$ cat src/rtl/cfg_cmd_pkg.sv
package cfg_cmd_pkg;
  localparam logic [7:0] HDR_B = 8'hFF;
  localparam logic [7:0] ESC_B = 8'hFE;
  localparam logic [7:0] ACK_B = 8'h06;
  localparam logic [7:0] NAK_B = 8'h15;

  typedef enum logic [2:0] {D_HDR, D_LEN, D_B0, D_B1, D_B2} dec_st_t;

  // factory value of each mirror entry
  function automatic logic [7:0] nv_default(input int idx);
    case (idx)
      2:       return 8'h03;
      4:       return 8'h01;
      5:       return 8'h10;
      8:       return 8'h01;
      9:       return 8'h40;
      10:      return 8'h01;
      11:      return 8'h01;
      default: return 8'h00;
    endcase
  endfunction
endpackage

$ cat src/rtl/cmd_decoder.sv
module cmd_decoder
  import cfg_cmd_pkg::*;
(
  input  logic       clk,
  input  logic       rst_n,
  input  logic       flush,
  input  logic       byte_vld,
  input  logic [7:0] byte_in,
  output logic       cmd_vld,
  output logic       cmd_wr,
  output logic [7:0] cmd_addr,
  output logic [7:0] cmd_val
);
  dec_st_t    st_q;
  logic       len2_q;
  logic [7:0] b0_q;

  always_comb begin
    cmd_vld  = 1'b0;
    cmd_wr   = 1'b0;
    cmd_addr = b0_q;
    cmd_val  = byte_in;
    if (byte_vld && !flush && byte_in != HDR_B) begin
      case (st_q)
        D_B1: if (len2_q) begin
          if (b0_q == ESC_B && !byte_in[7]) begin
            cmd_vld  = 1'b1;
            cmd_addr = byte_in;
          end else if (!b0_q[7] && !byte_in[7]) begin
            cmd_vld = 1'b1;
            cmd_wr  = 1'b1;
          end
        end
        D_B2: if (!byte_in[7]) begin
          cmd_vld = 1'b1;
          cmd_wr  = 1'b1;
          cmd_val = {1'b1, byte_in[6:0]};
        end
        default: ;
      endcase
    end
  end

  always_ff @(posedge clk or negedge rst_n) begin
    if (!rst_n) begin
      st_q   <= D_HDR;
      len2_q <= 1'b0;
      b0_q   <= 8'h00;
    end else if (flush) begin
      st_q <= D_HDR;
    end else if (byte_vld) begin
      if (byte_in == HDR_B) begin
        st_q <= D_LEN;
      end else begin
        case (st_q)
          D_LEN: begin
            if (byte_in == 8'h02 || byte_in == 8'h03) begin
              len2_q <= (byte_in == 8'h02);
              st_q   <= D_B0;
            end else begin
              st_q <= D_HDR;
            end
          end
          D_B0: begin
            b0_q <= byte_in;
            st_q <= D_B1;
          end
          D_B1: st_q <= (!len2_q && !b0_q[7] && byte_in == ESC_B) ? D_B2 : D_HDR;
          default: st_q <= D_HDR;
        endcase
      end
    end
  end
endmodule

$ cat src/rtl/cfg_store.sv
module cfg_store
  import cfg_cmd_pkg::*;
#(
  parameter int          NUM_CFG     = 14,
  parameter int          VOL_BASE    = 8'h4B,
  parameter int          NV_BASE     = 8'h00,
  parameter int          ID_BASE     = 8'h22,
  parameter int          ID_BYTES    = 6,
  parameter logic [47:0] ID_VALUE    = 48'h0012_3456_789A,
  parameter int          BUSY_CYCLES = 1600000,
  parameter int          SLEEP_IDX   = 13
) (
  input  logic       clk,
  input  logic       por_n,
  input  logic       rst_n,
  input  logic [7:0] addr,
  input  logic       wr_en,
  input  logic [7:0] wr_data,
  input  logic       wake_clr,
  output logic       rd_hit,
  output logic       wr_hit,
  output logic [7:0] rd_data,
  output logic       busy,
  output logic       loaded,
  output logic       asleep
);
  localparam int IDX_W  = (NUM_CFG > 1) ? $clog2(NUM_CFG) : 1;
  localparam int BUSY_W = $clog2(BUSY_CYCLES + 1);

  logic [7:0]        nv_q  [NUM_CFG];
  logic [7:0]        vol_q [NUM_CFG];
  logic [IDX_W-1:0]  ld_idx;
  logic [BUSY_W-1:0] busy_cnt;
  logic              vol_hit, nv_hit, id_hit;
  int                a;

  always_comb begin
    a       = int'(addr);
    vol_hit = 1'b0;
    nv_hit  = 1'b0;
    id_hit  = 1'b0;
    rd_data = 8'h00;
    for (int i = 0; i < NUM_CFG; i++) begin
      if (a == VOL_BASE + i) begin
        vol_hit = 1'b1;
        rd_data = vol_q[i];
      end
      if (a == NV_BASE + i) begin
        nv_hit  = 1'b1;
        rd_data = nv_q[i];
      end
    end
    for (int k = 0; k < ID_BYTES; k++) begin
      if (a == ID_BASE + k) begin
        id_hit  = 1'b1;
        rd_data = ID_VALUE[8*(ID_BYTES-1-k) +: 8];
      end
    end
    rd_hit = vol_hit | nv_hit | id_hit;
    wr_hit = vol_hit | nv_hit;
  end

  // persistent mirror, one register per entry
  for (genvar g = 0; g < NUM_CFG; g++) begin : gen_nv
    always_ff @(posedge clk or negedge por_n) begin
      if (!por_n)                          nv_q[g] <= nv_default(g);
      else if (wr_en && a == NV_BASE + g)  nv_q[g] <= wr_data;
    end
  end

  always_ff @(posedge clk or negedge rst_n) begin
    if (!rst_n) begin
      busy     <= 1'b0;
      busy_cnt <= '0;
    end else if (wr_en && nv_hit) begin
      busy     <= 1'b1;
      busy_cnt <= BUSY_W'(BUSY_CYCLES - 1);
    end else if (busy) begin
      if (busy_cnt == '0) busy <= 1'b0;
      else                busy_cnt <= busy_cnt - 1'b1;
    end
  end

  always_ff @(posedge clk or negedge rst_n) begin
    if (!rst_n) begin
      for (int i = 0; i < NUM_CFG; i++) vol_q[i] <= 8'h00;
      ld_idx <= '0;
      loaded <= 1'b0;
    end else if (!loaded) begin
      vol_q[ld_idx] <= nv_q[ld_idx];
      if (ld_idx == IDX_W'(NUM_CFG - 1)) loaded <= 1'b1;
      else                               ld_idx <= ld_idx + 1'b1;
    end else begin
      for (int i = 0; i < NUM_CFG; i++)
        if (wr_en && a == VOL_BASE + i) vol_q[i] <= wr_data;
      if (wake_clr) vol_q[SLEEP_IDX] <= 8'h00;
    end
  end

  assign asleep = (vol_q[SLEEP_IDX] != 8'h00);
endmodule

$ cat src/rtl/wake_seq.sv
module wake_seq
  import cfg_cmd_pkg::*;
#(
  parameter int COUNT = 4
) (
  input  logic       clk,
  input  logic       rst_n,
  input  logic       armed,
  input  logic       byte_vld,
  input  logic [7:0] byte_in,
  output logic       wake
);
  localparam int CW = (COUNT > 1) ? $clog2(COUNT) : 1;
  logic [CW-1:0] cnt;

  assign wake = armed && byte_vld && byte_in == HDR_B && cnt == CW'(COUNT - 1);

  always_ff @(posedge clk or negedge rst_n) begin
    if (!rst_n)                      cnt <= '0;
    else if (!armed || wake)         cnt <= '0;
    else if (byte_vld)               cnt <= (byte_in == HDR_B) ? cnt + 1'b1 : '0;
  end
endmodule

$ cat src/rtl/resp_seq.sv
module resp_seq (
  input  logic       clk,
  input  logic       rst_n,
  input  logic       load,
  input  logic [1:0] load_len,
  input  logic [7:0] b0,
  input  logic [7:0] b1,
  input  logic [7:0] b2,
  input  logic       hold,
  input  logic       tx_ready,
  output logic       pend,
  output logic       tx_valid,
  output logic [7:0] tx_data
);
  logic [7:0] buf_q [3];
  logic [1:0] idx, len_q;

  assign tx_valid = pend & ~hold;
  assign tx_data  = buf_q[idx];

  always_ff @(posedge clk or negedge rst_n) begin
    if (!rst_n) begin
      pend  <= 1'b0;
      idx   <= '0;
      len_q <= '0;
      for (int i = 0; i < 3; i++) buf_q[i] <= 8'h00;
    end else if (load) begin
      pend     <= 1'b1;
      idx      <= '0;
      len_q    <= load_len;
      buf_q[0] <= b0;
      buf_q[1] <= b1;
      buf_q[2] <= b2;
    end else if (tx_valid && tx_ready) begin
      if (idx == len_q - 1'b1) pend <= 1'b0;
      else                     idx  <= idx + 1'b1;
    end
  end
endmodule

$ cat src/rtl/cfg_cmd_parser.sv
module cfg_cmd_parser
  import cfg_cmd_pkg::*;
#(
  parameter int          NUM_CFG        = 14,
  parameter int          VOL_BASE       = 8'h4B,
  parameter int          NV_BASE        = 8'h00,
  parameter int          ID_BASE        = 8'h22,
  parameter int          ID_BYTES       = 6,
  parameter logic [47:0] ID_VALUE       = 48'h0012_3456_789A,
  parameter int          NV_BUSY_CYCLES = 1600000,
  parameter int          SLEEP_IDX      = 13,
  parameter int          WAKE_COUNT     = 4
) (
  input  logic       clk,
  input  logic       por_n,
  input  logic       rst_n,
  input  logic       cmd_mode_n,
  input  logic       rx_valid,
  input  logic [7:0] rx_data,
  output logic       rx_ready,
  output logic       tx_valid,
  output logic [7:0] tx_data,
  input  logic       tx_ready,
  output logic       cfg_loaded,
  output logic       asleep
);
  logic       rx_fire, resp_pend, nv_busy, wake;
  logic       cmd_vld, cmd_wr, rd_hit, wr_hit;
  logic [7:0] cmd_addr, cmd_val, rd_data;
  logic [1:0] rsp_len;
  logic [7:0] rsp0;

  assign rx_ready = cfg_loaded & ~resp_pend & ~nv_busy & (asleep | ~cmd_mode_n);
  assign rx_fire  = rx_valid & rx_ready;

  cmd_decoder u_dec (
    .clk(clk), .rst_n(rst_n), .flush(asleep | cmd_mode_n),
    .byte_vld(rx_fire & ~asleep), .byte_in(rx_data),
    .cmd_vld(cmd_vld), .cmd_wr(cmd_wr), .cmd_addr(cmd_addr), .cmd_val(cmd_val)
  );

  cfg_store #(
    .NUM_CFG(NUM_CFG), .VOL_BASE(VOL_BASE), .NV_BASE(NV_BASE), .ID_BASE(ID_BASE),
    .ID_BYTES(ID_BYTES), .ID_VALUE(ID_VALUE), .BUSY_CYCLES(NV_BUSY_CYCLES),
    .SLEEP_IDX(SLEEP_IDX)
  ) u_store (
    .clk(clk), .por_n(por_n), .rst_n(rst_n), .addr(cmd_addr),
    .wr_en(cmd_vld & cmd_wr & wr_hit), .wr_data(cmd_val), .wake_clr(wake),
    .rd_hit(rd_hit), .wr_hit(wr_hit), .rd_data(rd_data), .busy(nv_busy),
    .loaded(cfg_loaded), .asleep(asleep)
  );

  wake_seq #(.COUNT(WAKE_COUNT)) u_wake (
    .clk(clk), .rst_n(rst_n), .armed(asleep & cfg_loaded),
    .byte_vld(rx_fire), .byte_in(rx_data), .wake(wake)
  );

  always_comb begin
    rsp_len = 2'd1;
    rsp0    = NAK_B;
    if (cmd_wr ? wr_hit : rd_hit) begin
      rsp0    = ACK_B;
      rsp_len = cmd_wr ? 2'd1 : 2'd3;
    end
  end

  resp_seq u_resp (
    .clk(clk), .rst_n(rst_n), .load(cmd_vld), .load_len(rsp_len),
    .b0(rsp0), .b1(cmd_addr), .b2(rd_data), .hold(nv_busy),
    .tx_ready(tx_ready), .pend(resp_pend), .tx_valid(tx_valid), .tx_data(tx_data)
  );
endmodule

$ cat config.mk
export PLATFORM = sky130hd
export DESIGN_NAME = cfg_cmd_parser
export DESIGN_NICKNAME = d
export VERILOG_FILES = /design/src/rtl/cfg_cmd_pkg.sv /design/src/rtl/cmd_decoder.sv /design/src/rtl/cfg_store.sv /design/src/rtl/wake_seq.sv /design/src/rtl/resp_seq.sv /design/src/rtl/cfg_cmd_parser.sv
export SDC_FILE = /design/constraint.sdc
export NUM_CORES = 1
export LEC_CHECK = 0
export ABC_AREA = 1
export BUFFER_PORTS_ARGS = -buffer_cell sky130_fd_sc_hd__buf_2
export CORE_AREA = 4 4 234 236
export DETAILED_ROUTE_END_ITERATION = 8
export DIE_AREA = 0 0 238 240
export PLACE_DENSITY = 0.44
export SLEW_MARGIN = 10
export SYNTH_ARGS = -nofsm -noshare
export SYNTH_HDL_FRONTEND = slang
export SYNTH_SLANG_ARGS = --single-unit
$ cat constraint.sdc
create_clock -name clk -period 3.1 [get_ports clk]
set_clock_uncertainty 0.05 [all_clocks]
set_input_delay 0.62 -clock clk [delete_from_list [all_inputs] [get_ports clk]]
set_output_delay 0.62 -clock clk [all_outputs]
set_load 0.01 [all_outputs]
Word level (Yosys, flattened, before mapping)
Index checks and enable logic that the tools add are counted.
Word-level totals
  flip-flop bits (word level): 294
  bits of input ports: 14
  logic and storage cells: 333
Operators by class
  $add $sub $neg: 5
  order comparisons: 3
  equality and inequality tests: 62
  mux-type cells: 136
  bitwise gates (word level): 23
  reduce and logical (&&, ||, !) cells: 62
Operator list (number)
  2-to-1 mux 8 bit: 60
  equality test 8 bit, second input constant: 17
  bitwise mux 112 bit: 1
  2-to-1 mux 112 bit: 1
  2-to-1 mux 21 bit: 3
  2-to-1 mux 1 bit: 51
  equality test 8 x 5 -> 1 bit, second input constant: 6
  equality test 8 x 7 -> 1 bit, second input constant: 6
  logical AND 1 bit: 40
  binary-select mux 8 bit (select 4 bit): 1
  demux 8 bit (select 4 bit): 1
  equality test 8 x 4 -> 1 bit, second input constant: 4
  logical NOT 32 bit: 1
  != test 2 bit, second input constant: 14
  equality test 8 x 2 -> 1 bit, second input constant: 3
  logical NOT 21 bit: 1
  subtractor 21 x 1 -> 21 bit, second input constant: 1
  2-to-1 mux 2 bit: 9
  binary-select mux 8 bit (select 2 bit): 1
  equality test 8 x 3 -> 1 bit, second input constant: 2
  2-to-1 mux 3 bit: 4
  nonzero test 2 bit: 5
  bitwise AND 1 bit: 9
  case mux 3 bit (3 select lines): 1
  other kinds (28): 49

Logic depth before layout (Yosys ltp)
  depth after elaboration: 44
  depth in mapped cells: 32
  gate-level depth less buffers: 32

Hierarchy
From an unflattened synthesis, not the netlist that was laid out.
Unflattened totals
  cell total of the unflattened synthesis: 2250
  area, all modules: 16181.8 um^2
By module, submodules not included
  cfg_store: times used 1, cells each 1904, area each 13675.6 um^2, sequential area each 6291.0 um^2
  resp_seq: times used 1, cells each 168, area each 1376.3 um^2, sequential area each 725.7 um^2
  cmd_decoder: times used 1, cells each 128, area each 859.6 um^2, sequential area each 300.3 um^2
  wake_seq: times used 1, cells each 28, area each 165.2 um^2, sequential area each 50.0 um^2
  cfg_cmd_parser: times used 1, cells each 22, area each 105.1 um^2, sequential area each 0.0 um^2

Worst setup path after synthesis
No wires, ideal clock.
  path type: input port to flip-flop
  start point: input rx_data[3]
  end point: register u_store.vol_q[94] in the netlist's numbering
  arrival: 2987 ps
  path slack: -83 ps
  cell stages on the path: 24
  cell sequence: nand2_1 -> inv_1 -> nand3_1 -> nand3_2 -> nor2_8 -> buf_6 -> nand3_4 -> nand2_1 -> nand2_1 -> nor2_4 -> inv_4 -> nor2_4 -> inv_2 -> nand4_1 -> nor3_1 -> nand2_2 -> and3_4 -> buf_6 -> nand2_1 -> nand2_1 -> inv_2 -> buf_4 -> nand2_1 -> o221ai_1
On the way
  longest elaborated chain between the ends: 23
  elaborated cells between the ends (all ways): 72
Ends and longest elaborated chain
  start: declaration: line cfg_cmd_parser.sv:19  | input logic [7:0] rx_data,
  2-to-1 mux 8 bit: line cmd_decoder.sv:26  | if (b0_q == ESC_B && !byte_in[7]) begin
  2-to-1 mux 8 bit: line cmd_decoder.sv:25  | D_B1: if (len2_q) begin
  2-to-1 mux 8 bit: line cmd_decoder.sv:24  | case (st_q)
  2-to-1 mux 8 bit: line cmd_decoder.sv:23  | if (byte_vld && !flush && byte_in != HDR_B) begin
  equality test 8 bit or logical NOT 8 bit (tied branches): line cfg_store.sv:44, cfg_store.sv:48
  2-to-1 mux 1 bit (on tied branches) (14 in series): line cfg_store.sv:44, cfg_store.sv:48
  bitwise OR 1 bit: line cfg_store.sv:60  | wr_hit = vol_hit | nv_hit;
  bitwise AND 1 bit: line cfg_cmd_parser.sv:48  | .wr_en(cmd_vld & cmd_wr & wr_hit), .wr_data(cmd_val), .wake_clr(wake),
  logical AND 1 bit: line cfg_store.sv:95  | if (wr_en && a == VOL_BASE + i) vol_q[i] <= wr_data;
  != test 2 bit (no line)
  end signal: indexed assignment: line cfg_store.sv:90  | vol_q[ld_idx] <= nv_q[ld_idx];
  end signal: indexed assignment: line cfg_store.sv:95
  end: declaration: line cfg_store.sv:31  | logic [7:0] vol_q [NUM_CFG];
Several ways; a longest one is shown, not always the timed one. The select of a mux whose other input is x is not followed.
A chain may end at the register's enable or synchronous reset.

Worst setup path after layout
  start point: register u_store.vol_q[1] in the netlist's numbering
  end point: register u_resp.buf_q[2] in the netlist's numbering
On the way
  longest elaborated chain between the ends: 43
  elaborated cells between the ends (all ways): 80
Ends and longest elaborated chain
  nonzero test 8 bit (*): line cfg_store.sv:100  | assign asleep = (vol_q[SLEEP_IDX] != 8'h00);
  bitwise OR 1 bit: line cfg_cmd_parser.sv:33  | assign rx_ready = cfg_loaded & ~resp_pend & ~nv_busy & (asleep | ~cmd_mode_n);
  bitwise AND 1 bit: line cfg_cmd_parser.sv:33
  bitwise AND 1 bit: line cfg_cmd_parser.sv:34  | assign rx_fire = rx_valid & rx_ready;
  bitwise AND 1 bit: line cfg_cmd_parser.sv:38  | .byte_vld(rx_fire & ~asleep), .byte_in(rx_data),
  logical AND 1 bit (*) (2 in series): line cmd_decoder.sv:23
  2-to-1 mux 8 bit: line cmd_decoder.sv:23
  equality test 8 bit: line cfg_store.sv:44  | if (a == VOL_BASE + i) begin
  [21 not listed]
  2-to-1 mux 8 bit: line cfg_store.sv:48  | if (a == NV_BASE + i) begin
  2-to-1 mux 8 bit: line cfg_store.sv:44
  2-to-1 mux 8 bit: line cfg_store.sv:48
  2-to-1 mux 8 bit: line cfg_store.sv:44
  2-to-1 mux 8 bit: line cfg_store.sv:48
  2-to-1 mux 8 bit: line cfg_store.sv:44
  2-to-1 mux 8 bit: line cfg_store.sv:48
  2-to-1 mux 8 bit (6 in series): line cfg_store.sv:54  | if (a == ID_BASE + k) begin
  end: declaration: line resp_seq.sv:15  | logic [7:0] buf_q [3];
Every way passes the cells marked *; elsewhere a longest branch is shown, timed or not.

==> reports/summary.txt <==
synth top area cells: dfrtp_1, nand2_1, o21ai_0
root buf cell: clkbuf_16
clk slew on worst S/H paths: 0.06 ns
DRT iter0 DRCs: 1720
detailed-route via count: 16300
CP endpoint kind: flip-flop
WL/cell: 23.3 µm
switching share of power: 23.4%
WP data required: 3.49 ns
failing checks: setup timing
Initial Utilization: 30.0%
Multi-input gate area: 0.00979 mm²
Cell Int Power: 0.00642 W
synth warn: 0
count of buffer and inverter cells on the critical path: 2
min Tclk post-route: 3.82 ns
Setup Crit Path Kind: reg -> reg
final setup vio count: 256
aggregate global-route resource usage: 23.6%
max incr delay on CP: 0.37 ns
worst slew pin tran: 1.11 ns
crit-path max FO: 6
Avg Inst Size Synth: 7.58 µm²
Hold Vio Cnt, Final: 0
FMAX: 262 MHz
crit path launch type: flip-flop
worst reg2reg path endpoint: u_resp.buf_q[2]$_DFFE_PN0P_
R2R cell count: 29
most frequent CP cell: nand2_1
initial antenna violation count: 1
largest net degree at the start of global routing: 77
post-synthesis sequential area ratio: 45.9%
Slew headroom: 25.8%
Final Instance Count excl. Fillers: 3076
CTS tree: done
worst r2r src: u_store.vol_q[1]$_DFFE_PN0P_
leading area contributor after synthesis: dfrtp_1
Final nets: 2384
CP top delay family: simple AND/OR/NAND/NOR gates
Netlist cell types: 54
Detailed Place HPWL: 52000 µm
Reg2Reg Setup Slack: -0.72 ns
Yosys reg bits: 288
placed cells: 2941
WL final: 71700 µm
Synth Instances: 2074
die footprint: 0.0571 mm²
Power Density: 360 mW/mm²
share of the synthesized area in the top cell type: 44.6%
gp weighted congestion: 1.00
RSZ-0062 raised after global routing: yes
H-tree depth: 2
# DRC: 0
CTS Sinks: 288
IO Port Bufs: 25
Max-Cap Viols: 0
Syn Nets: 2094
Detail Route Antenna Nets: 0
first-pass GRT wire length: 101000 µm
final global-route overflow total: 0
Sw Pwr: 0.00195 W
Worst IR Drop VDD: 0.374 mV
core box area: 0.0524 mm²
Logic pwr share: 3.2%
chip height: 240 µm
post-place setup slack: -1.10 ns
Leakage: 10.0 nW
vias per std cell: 5.29
critical path's slowest cell: dfrtp_1
hold crit path type: in -> async
Area Overhead vs Synth: 48.1%
Ant. Diodes: 0
Worst Slack Setup Final: -0.724 ns
layout cells sized above 1: 39.0%
num ports: 26
status: complete, but fails checks
Post-Syn Area: 0.0157 mm²
Tcrit/Tclk final: 123%
CP arrival: 4.21 ns
Die X-Extent: 238 µm
Seq. cell area: 0.00722 mm²
Final Max Tran Viols: 0
Clock Latency Late Sink: 0.55 ns
Initial DRT Pass Iterations: 6
Clk pwr share: 51.8%
vias in the first global route: 15000
cts bufs inserted: 36
FP Rows: 84
worst-case clock buffer depth: 3
Filler Cell Count: 5209
Flop pwr share: 44.9%
==> Yosys cell counts, drive strengths merged <==
library cell,number
nand3,66
xor2,3
buf,31
ha,6
a21o,1
o221ai,100
dfrtp,280
nor2,153
o21ai,259
nor4,7
inv,272
and3,1
dfstp,8
o311ai,1
a22o,4
nor3,12
a2111oi,1
o31ai,3
a211oi,1
o32ai,1
a31oi,1
a22oi,6
o21a,3
o2111ai,1
clkinv,4
nand3b,2
o211ai,4
o22ai,19
mux2,1
nand4,59
clkbuf,46
xnor2,7
or2,10
a21boi,2
nand2,652
a21oi,47
==> per-layer routing <==
layer  wire length [µm]  global-route usage [%]  vias up
met5                  0                       0        -
met4               2150                    6.31        0
met1              33600                    36.1     8035
li1                   -                       -     7530
met2              30900                    34.6      583
met3               5040                    3.81      127
==> layout by cell type, fill, tap and decap left out, drive strengths merged, types with 4 or more instances in the layout <==
cell type  count
nand4         59
o22ai         19
inv          273
dfrtp        280
nand2        660
dfstp          8
ha             6
a22oi          6
nor3          12
a21oi         47
or2           10
o211ai         4
clkinv        16
o221ai       100
xnor2          7
nor4           7
o21ai        259
nand3         66
nor2         154
clkbuf        60
buf          303
a22o           4
==> through the flow <==
step           power [W]  cell area, µm²  util, %  hold slack (ns)  TNS (ns)
6_report         0.00837           23300     44.4           0.0233   -137.65
5_1_grt          0.00865           23300     44.4           0.0638   -193.29
4_1_cts          0.00845           20200     38.6           0.0379    -82.35
3_5_place_dp     0.00408           18500     35.3            0.419   -170.95
3_3_place_gp     0.00408           18500     35.3            0.411   -159.41
2_1_floorplan    0.00388           15900        -            0.274    -0.308
==> timing repair <==
action | 4_1_cts | 5_1_grt
endpoints found under the setup margin | 257 | 257
pin swaps | 36 | 98
buffers inserted | 13 | 39
resized for setup | 92 | 700
hold buffers | 1 | 0
gates cloned | 3 | 22
hold endpoints to repair | 27 | 0
==> worst max-delay path by stage <==
stage | slack (ns) | from | cells after the start | to
floorplan | -0.02 | u_store.loaded$_DFF_PN0_ | 22 | u_store.vol_q[13]$_DFFE_PN0P_
global placement | -1.11 | rx_data[7] | 30 | u_resp.buf_q[3]$_DFFE_PN0P_
detailed placement | -1.10 | rx_data[7] | 28 | u_resp.buf_q[3]$_DFFE_PN0P_
CTS | -0.74 | u_store.vol_q[1]$_DFFE_PN0P_ | 31 | u_resp.buf_q[1]$_DFFE_PN0P_
global route | -1.00 | u_store.vol_q[6]$_DFFE_PN0P_ | 29 | u_resp.buf_q[6]$_DFFE_PN0P_
finish | -0.72 | u_store.vol_q[1]$_DFFE_PN0P_ | 29 | u_resp.buf_q[2]$_DFFE_PN0P_
==> state kept, by name, indices dropped and copies added (netlist names) <==
name and cells:
u_dec.b0_q 8, u_wake.cnt 2, u_store.ld_idx 4, u_store.busy 1, u_resp.len_q 2, u_resp.pend 1
u_dec.st_q 3, u_store.loaded 1, u_store.nv_q 112, u_dec.len2_q 1, u_resp.buf_q 18, u_resp.idx 2
u_store.vol_q 112, u_store.busy_cnt 21
==> power groups by stage <==
stage	sequential (W)	combinational (W)	clock, W
floorplan	0.00383	0.0000501	0
global placement	0.00383	0.000251	0
detailed placement	0.00383	0.000250	0
CTS	0.00376	0.000253	0.00444
global route	0.00376	0.000293	0.00460
finish	0.00376	0.000271	0.00434
==> kinds of logic (layout without fill, tap and decap cells) <==
family	Yosys count	in the layout	synth area share, %
buffers and inverters	353	657	8.91
muxes	1	1	0.0716
DFF	288	288	45.9
xor gates and xnor gates	10	10	0.557
AOI/OAI and AO/OA	454	454	17.6
adders and majority gates	6	6	0.478
and+or+nand+nor	962	972	26.5
==> area by class of cell <==
cell class                      count  area share [%]
Multi-Input combinational cell   1443            42.0
Sequential cell                   288            31.0
Timing Repair Buffer              313            12.8
Inverter                          276            4.95
Clock buffer                       51            4.68
Tap cell                          688            3.70
Clock inverter                     11           0.495
Timing Repair inverter              6           0.333
(Power assumes the default switching activity.)
